**src/rtl/gpio_port_pkg.sv**
```systemverilog
package gpio_port_pkg;
  localparam int DW = 32;
  localparam int AW = 6;
  localparam int CLR_LSB = DW / 2;

  localparam logic [AW-1:0] OFF_MODE  = 6'h00;
  localparam logic [AW-1:0] OFF_STYLE = 6'h04;
  localparam logic [AW-1:0] OFF_PULL  = 6'h0C;
  localparam logic [AW-1:0] OFF_LVL   = 6'h10;
  localparam logic [AW-1:0] OFF_DOUT  = 6'h14;
  localparam logic [AW-1:0] OFF_SETCL = 6'h18;
  localparam logic [AW-1:0] OFF_CLR   = 6'h28;

  localparam logic [1:0] MODE_OUT = 2'd1;
  localparam logic [1:0] PULL_UP  = 2'd1;
  localparam logic [1:0] PULL_DN  = 2'd2;

  // level of one pin from its configuration and external attachment
  function automatic logic pin_level(logic [1:0] md, logic [1:0] pl, logic od,
                                     logic dat, logic det, logic ext, logic flt);
    if (md == MODE_OUT && !od) return dat;
    if (md == MODE_OUT && !dat) return 1'b0;
    if (!det) return ext;
    case (pl)
      PULL_UP: return 1'b1;
      PULL_DN: return 1'b0;
      default: return flt;
    endcase
  endfunction
endpackage

```
**src/rtl/gpio_regs.sv**
```systemverilog
module gpio_regs
  import gpio_port_pkg::*;
#(
  parameter int NPINS = 16,
  parameter logic [2*NPINS-1:0] MODE_RST = '1,
  parameter logic [2*NPINS-1:0] PULL_RST = '0
) (
  input  logic               clk_i,
  input  logic               rst_ni,
  input  logic               bus_vld_i,
  input  logic               bus_we_i,
  input  logic [AW-1:0]      bus_addr_i,
  input  logic [DW-1:0]      bus_wdata_i,
  output logic [2*NPINS-1:0] mode_q_o,
  output logic [2*NPINS-1:0] pull_q_o,
  output logic [NPINS-1:0]   style_q_o,
  output logic [NPINS-1:0]   dout_q_o,
  output logic [NPINS-1:0]   out_nxt_o,
  output logic [NPINS-1:0]   od_nxt_o
);
  localparam int FW = 2 * NPINS;

  logic wr;
  logic hit_mode, hit_style, hit_pull, hit_dout, hit_setcl, hit_clr;
  logic [NPINS-1:0] set_m, clr_m;
  logic [FW-1:0]    mode_d, pull_d;
  logic [NPINS-1:0] style_d, dout_d;

  assign wr        = bus_vld_i & bus_we_i;
  assign hit_mode  = wr && (bus_addr_i == OFF_MODE);
  assign hit_style = wr && (bus_addr_i == OFF_STYLE);
  assign hit_pull  = wr && (bus_addr_i == OFF_PULL);
  assign hit_dout  = wr && (bus_addr_i == OFF_DOUT);
  assign hit_setcl = wr && (bus_addr_i == OFF_SETCL);
  assign hit_clr   = wr && (bus_addr_i == OFF_CLR);
  assign set_m     = bus_wdata_i[NPINS-1:0];
  assign clr_m     = bus_wdata_i[CLR_LSB +: NPINS];

  always_comb begin
    mode_d  = hit_mode  ? bus_wdata_i[FW-1:0]    : mode_q_o;
    pull_d  = hit_pull  ? bus_wdata_i[FW-1:0]    : pull_q_o;
    style_d = hit_style ? bus_wdata_i[NPINS-1:0] : style_q_o;
    dout_d  = dout_q_o;
    if (hit_dout)       dout_d = bus_wdata_i[NPINS-1:0];
    else if (hit_setcl) dout_d = (dout_q_o & ~clr_m) | set_m;  // set wins
    else if (hit_clr)   dout_d = dout_q_o & ~set_m;
  end

  always_ff @(posedge clk_i or negedge rst_ni) begin
    if (!rst_ni) begin
      mode_q_o  <= MODE_RST;
      pull_q_o  <= PULL_RST;
      style_q_o <= '0;
      dout_q_o  <= '0;
    end else begin
      mode_q_o  <= mode_d;
      pull_q_o  <= pull_d;
      style_q_o <= style_d;
      dout_q_o  <= dout_d;
    end
  end

  for (genvar i = 0; i < NPINS; i++) begin : g_nxt
    assign out_nxt_o[i] = (mode_d[2*i +: 2] == MODE_OUT);
  end
  assign od_nxt_o = style_d;
endmodule

```
**src/rtl/gpio_link.sv**
```systemverilog
module gpio_link #(
  parameter int NPINS = 16,
  parameter int PIN_W = $clog2(NPINS)
) (
  input  logic             clk_i,
  input  logic             rst_ni,
  input  logic             drv_vld_i,
  input  logic [PIN_W-1:0] drv_pin_i,
  input  logic             drv_lvl_i,
  input  logic [NPINS-1:0] out_nxt_i,
  input  logic [NPINS-1:0] od_nxt_i,
  output logic [NPINS-1:0] det_q_o,
  output logic [NPINS-1:0] ext_q_o
);
  logic [NPINS-1:0] det_d, ext_d;

  for (genvar i = 0; i < NPINS; i++) begin : g_pin
    logic hit;
    assign hit = drv_vld_i && (drv_pin_i == PIN_W'(i));
    always_comb begin
      ext_d[i] = hit ? drv_lvl_i : ext_q_o[i];
      det_d[i] = hit ? 1'b0 : det_q_o[i];
      // port-owned pin: push-pull drops any driver, open-drain drops a high
      if (out_nxt_i[i] && (!od_nxt_i[i] || ext_d[i])) det_d[i] = 1'b1;
    end
  end

  always_ff @(posedge clk_i or negedge rst_ni) begin
    if (!rst_ni) begin
      det_q_o <= '1;
      ext_q_o <= '0;
    end else begin
      det_q_o <= det_d;
      ext_q_o <= ext_d;
    end
  end
endmodule

```
**src/rtl/gpio_resolve.sv**
```systemverilog
module gpio_resolve
  import gpio_port_pkg::*;
#(
  parameter int NPINS = 16,
  parameter logic [NPINS-1:0] FLOAT_LVL = '0
) (
  input  logic [2*NPINS-1:0] mode_i,
  input  logic [2*NPINS-1:0] pull_i,
  input  logic [NPINS-1:0]   style_i,
  input  logic [NPINS-1:0]   dout_i,
  input  logic [NPINS-1:0]   det_i,
  input  logic [NPINS-1:0]   ext_i,
  output logic [NPINS-1:0]   lvl_o
);
  for (genvar i = 0; i < NPINS; i++) begin : g_pin
    assign lvl_o[i] = pin_level(mode_i[2*i +: 2], pull_i[2*i +: 2], style_i[i],
                                dout_i[i], det_i[i], ext_i[i], FLOAT_LVL[i]);
  end
endmodule

```
**src/rtl/gpio_port.sv**
```systemverilog
module gpio_port
  import gpio_port_pkg::*;
#(
  parameter int NPINS = 16,
  parameter logic [2*NPINS-1:0] MODE_RST = '1,
  parameter logic [2*NPINS-1:0] PULL_RST = '0,
  parameter logic [NPINS-1:0] FLOAT_LVL = '0,
  localparam int PIN_W = $clog2(NPINS)
) (
  input  logic             clk_i,
  input  logic             rst_ni,
  input  logic             bus_vld_i,
  input  logic             bus_we_i,
  input  logic [AW-1:0]    bus_addr_i,
  input  logic [DW-1:0]    bus_wdata_i,
  output logic [DW-1:0]    bus_rdata_o,
  input  logic             drv_vld_i,
  input  logic [PIN_W-1:0] drv_pin_i,
  input  logic             drv_lvl_i,
  output logic [NPINS-1:0] lvl_o
);
  logic [2*NPINS-1:0] mode_q, pull_q;
  logic [NPINS-1:0]   style_q, dout_q, out_nxt, od_nxt, det_q, ext_q;

  gpio_regs #(.NPINS(NPINS), .MODE_RST(MODE_RST), .PULL_RST(PULL_RST)) i_regs (
    .clk_i, .rst_ni, .bus_vld_i, .bus_we_i, .bus_addr_i, .bus_wdata_i,
    .mode_q_o(mode_q), .pull_q_o(pull_q), .style_q_o(style_q), .dout_q_o(dout_q),
    .out_nxt_o(out_nxt), .od_nxt_o(od_nxt)
  );

  gpio_link #(.NPINS(NPINS), .PIN_W(PIN_W)) i_link (
    .clk_i, .rst_ni, .drv_vld_i, .drv_pin_i, .drv_lvl_i,
    .out_nxt_i(out_nxt), .od_nxt_i(od_nxt), .det_q_o(det_q), .ext_q_o(ext_q)
  );

  gpio_resolve #(.NPINS(NPINS), .FLOAT_LVL(FLOAT_LVL)) i_resolve (
    .mode_i(mode_q), .pull_i(pull_q), .style_i(style_q), .dout_i(dout_q),
    .det_i(det_q), .ext_i(ext_q), .lvl_o
  );

  always_comb begin
    bus_rdata_o = '0;
    if (bus_vld_i && !bus_we_i) begin
      case (bus_addr_i)
        OFF_MODE:  bus_rdata_o = DW'(mode_q);
        OFF_STYLE: bus_rdata_o = DW'(style_q);
        OFF_PULL:  bus_rdata_o = DW'(pull_q);
        OFF_LVL:   bus_rdata_o = DW'(lvl_o);
        OFF_DOUT:  bus_rdata_o = DW'(dout_q);
        default:   bus_rdata_o = '0;
      endcase
    end
  end
endmodule

```
**config.mk**
```make
export PLATFORM = sky130hd
export DESIGN_NAME = gpio_port
export DESIGN_NICKNAME = d
export VERILOG_FILES = /design/src/rtl/gpio_port_pkg.sv /design/src/rtl/gpio_regs.sv /design/src/rtl/gpio_link.sv /design/src/rtl/gpio_resolve.sv /design/src/rtl/gpio_port.sv
export SDC_FILE = /design/constraint.sdc
export NUM_CORES = 1
export LEC_CHECK = 0
export BUFFER_PORTS_ARGS = -buffer_cell sky130_fd_sc_hd__buf_2
export CAP_MARGIN = 10
export CORE_UTILIZATION = 40
export CTS_BUF_LIST = sky130_fd_sc_hd__clkbuf_8
export CTS_CLUSTER_DIAMETER = 80
export DETAILED_ROUTE_END_ITERATION = 8
export HOLD_SLACK_MARGIN = 0.08
export REMOVE_ABC_BUFFERS = 1
export SLEW_MARGIN = 20
export SYNTH_ARGS = -nofsm -noshare
export SYNTH_HDL_FRONTEND = slang
export SYNTH_HIERARCHICAL = 1
export SYNTH_SLANG_ARGS = --single-unit
```
**constraint.sdc**
```tcl
create_clock -name clk_i -period 1.8 [get_ports clk_i]
set_input_delay 0.27 -clock clk_i [delete_from_list [all_inputs] [get_ports clk_i]]
set_output_delay 0.27 -clock clk_i [all_outputs]
set_load 0.005 [all_outputs]
```
==> results by group <==
Status
  – Status: complete, but fails checks
  – Violated checks: negative setup slack

CTS
  – Worst-Skew Late Latency: 0.45 ns
  – Clock Tree Root: clkbuf_8
  – Clk slew on worst S/H paths: 0.07 ns
  – Clock Path Buffers: 2
  – Number of CTS-inserted buffers: 17
  – CTS tree: yes
  – Clock sink count: 128
  – H-tree depth: 4

Critical path
  – Startpoint Class: flip-flop
  – Worst-path fanout max: 2
  – Crit. End Element: output pin
  – CP startpoint: i_regs/mode_q_o[28]$_DFF_PN1_
  – Critical path class: flip-flop to output pin
  – Crit-path cells: or3b_4 -> a31oi_4 -> mux2_4 -> nand3_2 -> a31oi_1 -> buf_2
  – Buf/Inv on CP: 1
  – Worst EP required: 1.53 ns
  – Register-to-register setup slack: 0.37 ns
  – Crit path DAT: 2.16 ns
  – Worst Reg-to-Reg Cells: 6
  – CP peak stage delay: 0.53 ns
  – FF-to-FF Start: i_regs/mode_q_o[23]$_DFF_PN1_
  – Top delay family on crit path: flip-flops
  – RR Endpoint: i_link/det_q_o[11]$_DFFE_PN1P_
  – Slowest-stage cell, CP: dfstp_2

Layout
  – Most common cell after layout, fill and taps aside: buf_4
  – Synthesis-to-layout area growth: 36.1%
  – Post-layout net count: 967
  – Antenna cell count: 0
  – Most frequent cells in the layout: buf_4, mux2_2, dfrtp_1
  – Layout fillers: 1610
  – Layout cells sized above 1: 50.3%

Yosys
  – Mux cell area share after synthesis: 14.2%
  – FF+latch count, synth: 128
  – XOR/XNOR Fraction of Synth Area: 0.115%
  – Ys async rst share: 100%
  – Post-Synthesis Mean Instance Area: 10.6 sq um
  – Sequential-to-total area share from yosys stat: 42.9%
  – Post-synth EDFFs: 0
  – Main combinational cell family by area after synthesis: simple AND/OR/NAND/NOR gates
  – Ys flop type: dfrtp_1
  – Syn Inst Count: 714
  – Adder-cell share of the synthesized area: 0%
  – Post-synthesis compound-gate area fraction: 17.9%
  – Simple-Gate Fraction of Synth Area: 20.1%
  – Synth Warn #: 6
  – Cell Area, Synth: 7600 sq um
  – Distinct cell type count after synthesis: 53

Hold path
  – Hold WC Path Type: input pin to flip-flop
  – Hold_sp: bus_wdata_i[31]
  – Hold Path Depth: 2
  – Hold-critical path endpoint: i_regs/pull_q_o[31]$_DFFE_PN0P_

Global routing
  – Gr ovfl total: 0
  – Vias in the first global route: 6875
  – Largest net degree at the start of global routing: 37
  – Grt met1 use: 34.4%
  – First-pass GRT wire length: 38.6 mm
  – Antenna violations before repair: 0
  – M2 GR Usage: 42.6%
  – GR peak layer: met2
  – GRT Util Overall: 25.9%
  – Global Route met3 Usage: 4.30%

Floorplan
  – Placement Rows: 50
  – Die height: 140 um
  – Top-Level Pins: 96
  – Die X: 140 um
  – Initial Util: 40.8%
  – Die Footprint: 19600 sq um
  – Core Footprint: 18600 sq um

STA
  – Worst Skew: 0.00912 ns
  – Final clock period utilization by the worst path: 135%
  – RSZ-0062 raised after global routing: true
  – Fmax: 411 MHz
  – Slew @ Worst Pin: 0.533 ns
  – Final-report setup violation count: 32
  – Post-route worst setup slack: -0.635 ns
  – Worst hold slack: 0.104 ns
  – Final hold violation count: 0
  – Slew Viols, Final: 0
  – Relative slew margins: 64.3%
  – Tmin final: 2.43 ns

Power
  – Lkg Pwr: 4.40 nW
  – Pwr Total: 0.00853 W
  – Pwr dens: 825 nW/um^2
  – VDD IR max: 559 uV

Detailed routing
  – WL per Instance: 21.7 um
  – Total number of vias: 6898
  – Final WL: 25.3 mm
  – Drt pass-1 iters: 5
  – Post-route DRC: 0
  – DR vias/cell: 5.92
  – First DRT Iteration DRCs: 403
  – Remaining antenna violation count: 0

Placement
  – RD Place Congestion: 0.848
  – Buffers on Ports: 95
  – DP HPWL: 17.6 mm

Job
  – Max Cap Viol: 0
## sequential cells by signal, summed over array words and instances (netlist names)
signal            cells
i_regs/mode_q_o      32
i_regs/pull_q_o      32
i_link/det_q_o       16
i_link/ext_q_o       16
i_regs/dout_q_o      16
i_regs/style_q_o     16
## worst register-to-register path, delay by kind of cell, from the launching register on
family	cells	cell delay [ns]
DFF	1	0.53
AOI/OAI and AO/OA	3	0.45
and+or+nand+nor	2	0.29
buffers and inverters	1	0.11
## synthesized netlist by cell type, drive strengths merged, types with 17 or more instances
| library cell | n | share of area [%] |
|---|---|---|
| a21oi | 17 | 1.1 |
| a22oi | 17 | 1.7 |
| a31oi | 32 | 2.6 |
| and3 | 17 | 1.4 |
| buf | 38 | 3.2 |
| dfrtp | 80 | 26 |
| dfstp | 48 | 17 |
| inv | 20 | 0.99 |
| mux2 | 96 | 14 |
| nand2b | 34 | 2.8 |
| nand3 | 35 | 2.3 |
| nand3b | 37 | 3.7 |
| nor2 | 23 | 1.2 |
| nor3b | 33 | 3.3 |
| o21ai | 68 | 4.6 |
| or3b | 18 | 2.1 |
## layout make-up
type | count | area [sq um] | share of cell area [%]
sequential | 128 | 3260 | 31.6
multi-input combinational | 519 | 4410 | 42.6
clock buffer | 18 | 248 | 2.40
timing repair buffer | 233 | 1860 | 18.0
tap | 234 | 293 | 2.83
clock inverter | 14 | 190 | 1.84
inverter | 20 | 75.1 | 0.726
## power breakdown
group          internal, W  leakage [nW]  switching (W)  total [W]
Sequential         0.00337          1.50       0.000273    0.00364
Clock              0.00154         0.218        0.00121    0.00276
Combinational      0.00121          2.68       0.000929    0.00213
Total              0.00612          4.40        0.00242    0.00853
## cell families (layout without fill, tap and decap cells)
family,after synthesis,count (layout)
multiplexers,96,96
XOR/XNOR,1,1
buffers and inverters,67,285
flip-flops,128,128
AO/OA/AOI/OAI,198,198
AND/OR/NAND/NOR,224,224
## metal layers
metal  vias to the layer above  part of all wire (%)
met2                       232                    49
li1                       3124                     -
met3                        36                   5.4
met1                      3506                    44
met5                         -                     0
met4                         0                   2.1
## timing repair
| action | 4_1_cts | 5_1_grt |
|---|---|---|
| setup buffers | 9 | 11 |
| pin swaps | 12 | 26 |
| hold endpoints to repair | 17 | 0 |
| gates cloned | 0 | 1 |
| gates resized for setup | 50 | 59 |
| endpoints found under the setup margin | 32 | 45 |
| hold buffers | 2 | 0 |
## worst max-delay path by stage
stage,to,depth (start not counted)
4_1_cts,bus_rdata_o[6],6
2_1_floorplan,i_link/det_q_o[11]$_DFFE_PN1P_,6
6_report,bus_rdata_o[14],6
3_3_place_gp,bus_rdata_o[7],6
5_1_grt,bus_rdata_o[14],6
3_5_place_dp,i_link/det_q_o[15]$_DFFE_PN1P_,9
## metrics by stage
| stage | utilization [%] | cell area (sq um) | setup TNS [ns] | cells | setup WS, ns |
|---|---|---|---|---|---|
| finish | 55.5 | 10300 | -12.74 | 1166 | -0.635 |
| global route | 55.5 | 10300 | -14.97 | 1166 | -0.727 |
| CTS | 53.7 | 10000 | -13.37 | 1161 | -0.663 |
| detailed placement | 49.8 | 9290 | -6.53 | 1126 | -0.252 |
| global placement | 49.8 | 9290 | -4.61 | 1126 | -0.194 |
| floorplan | - | 7320 | -259.93 | 667 | -5.61 |
Note: power is estimated with default switching activity, not from simulation.
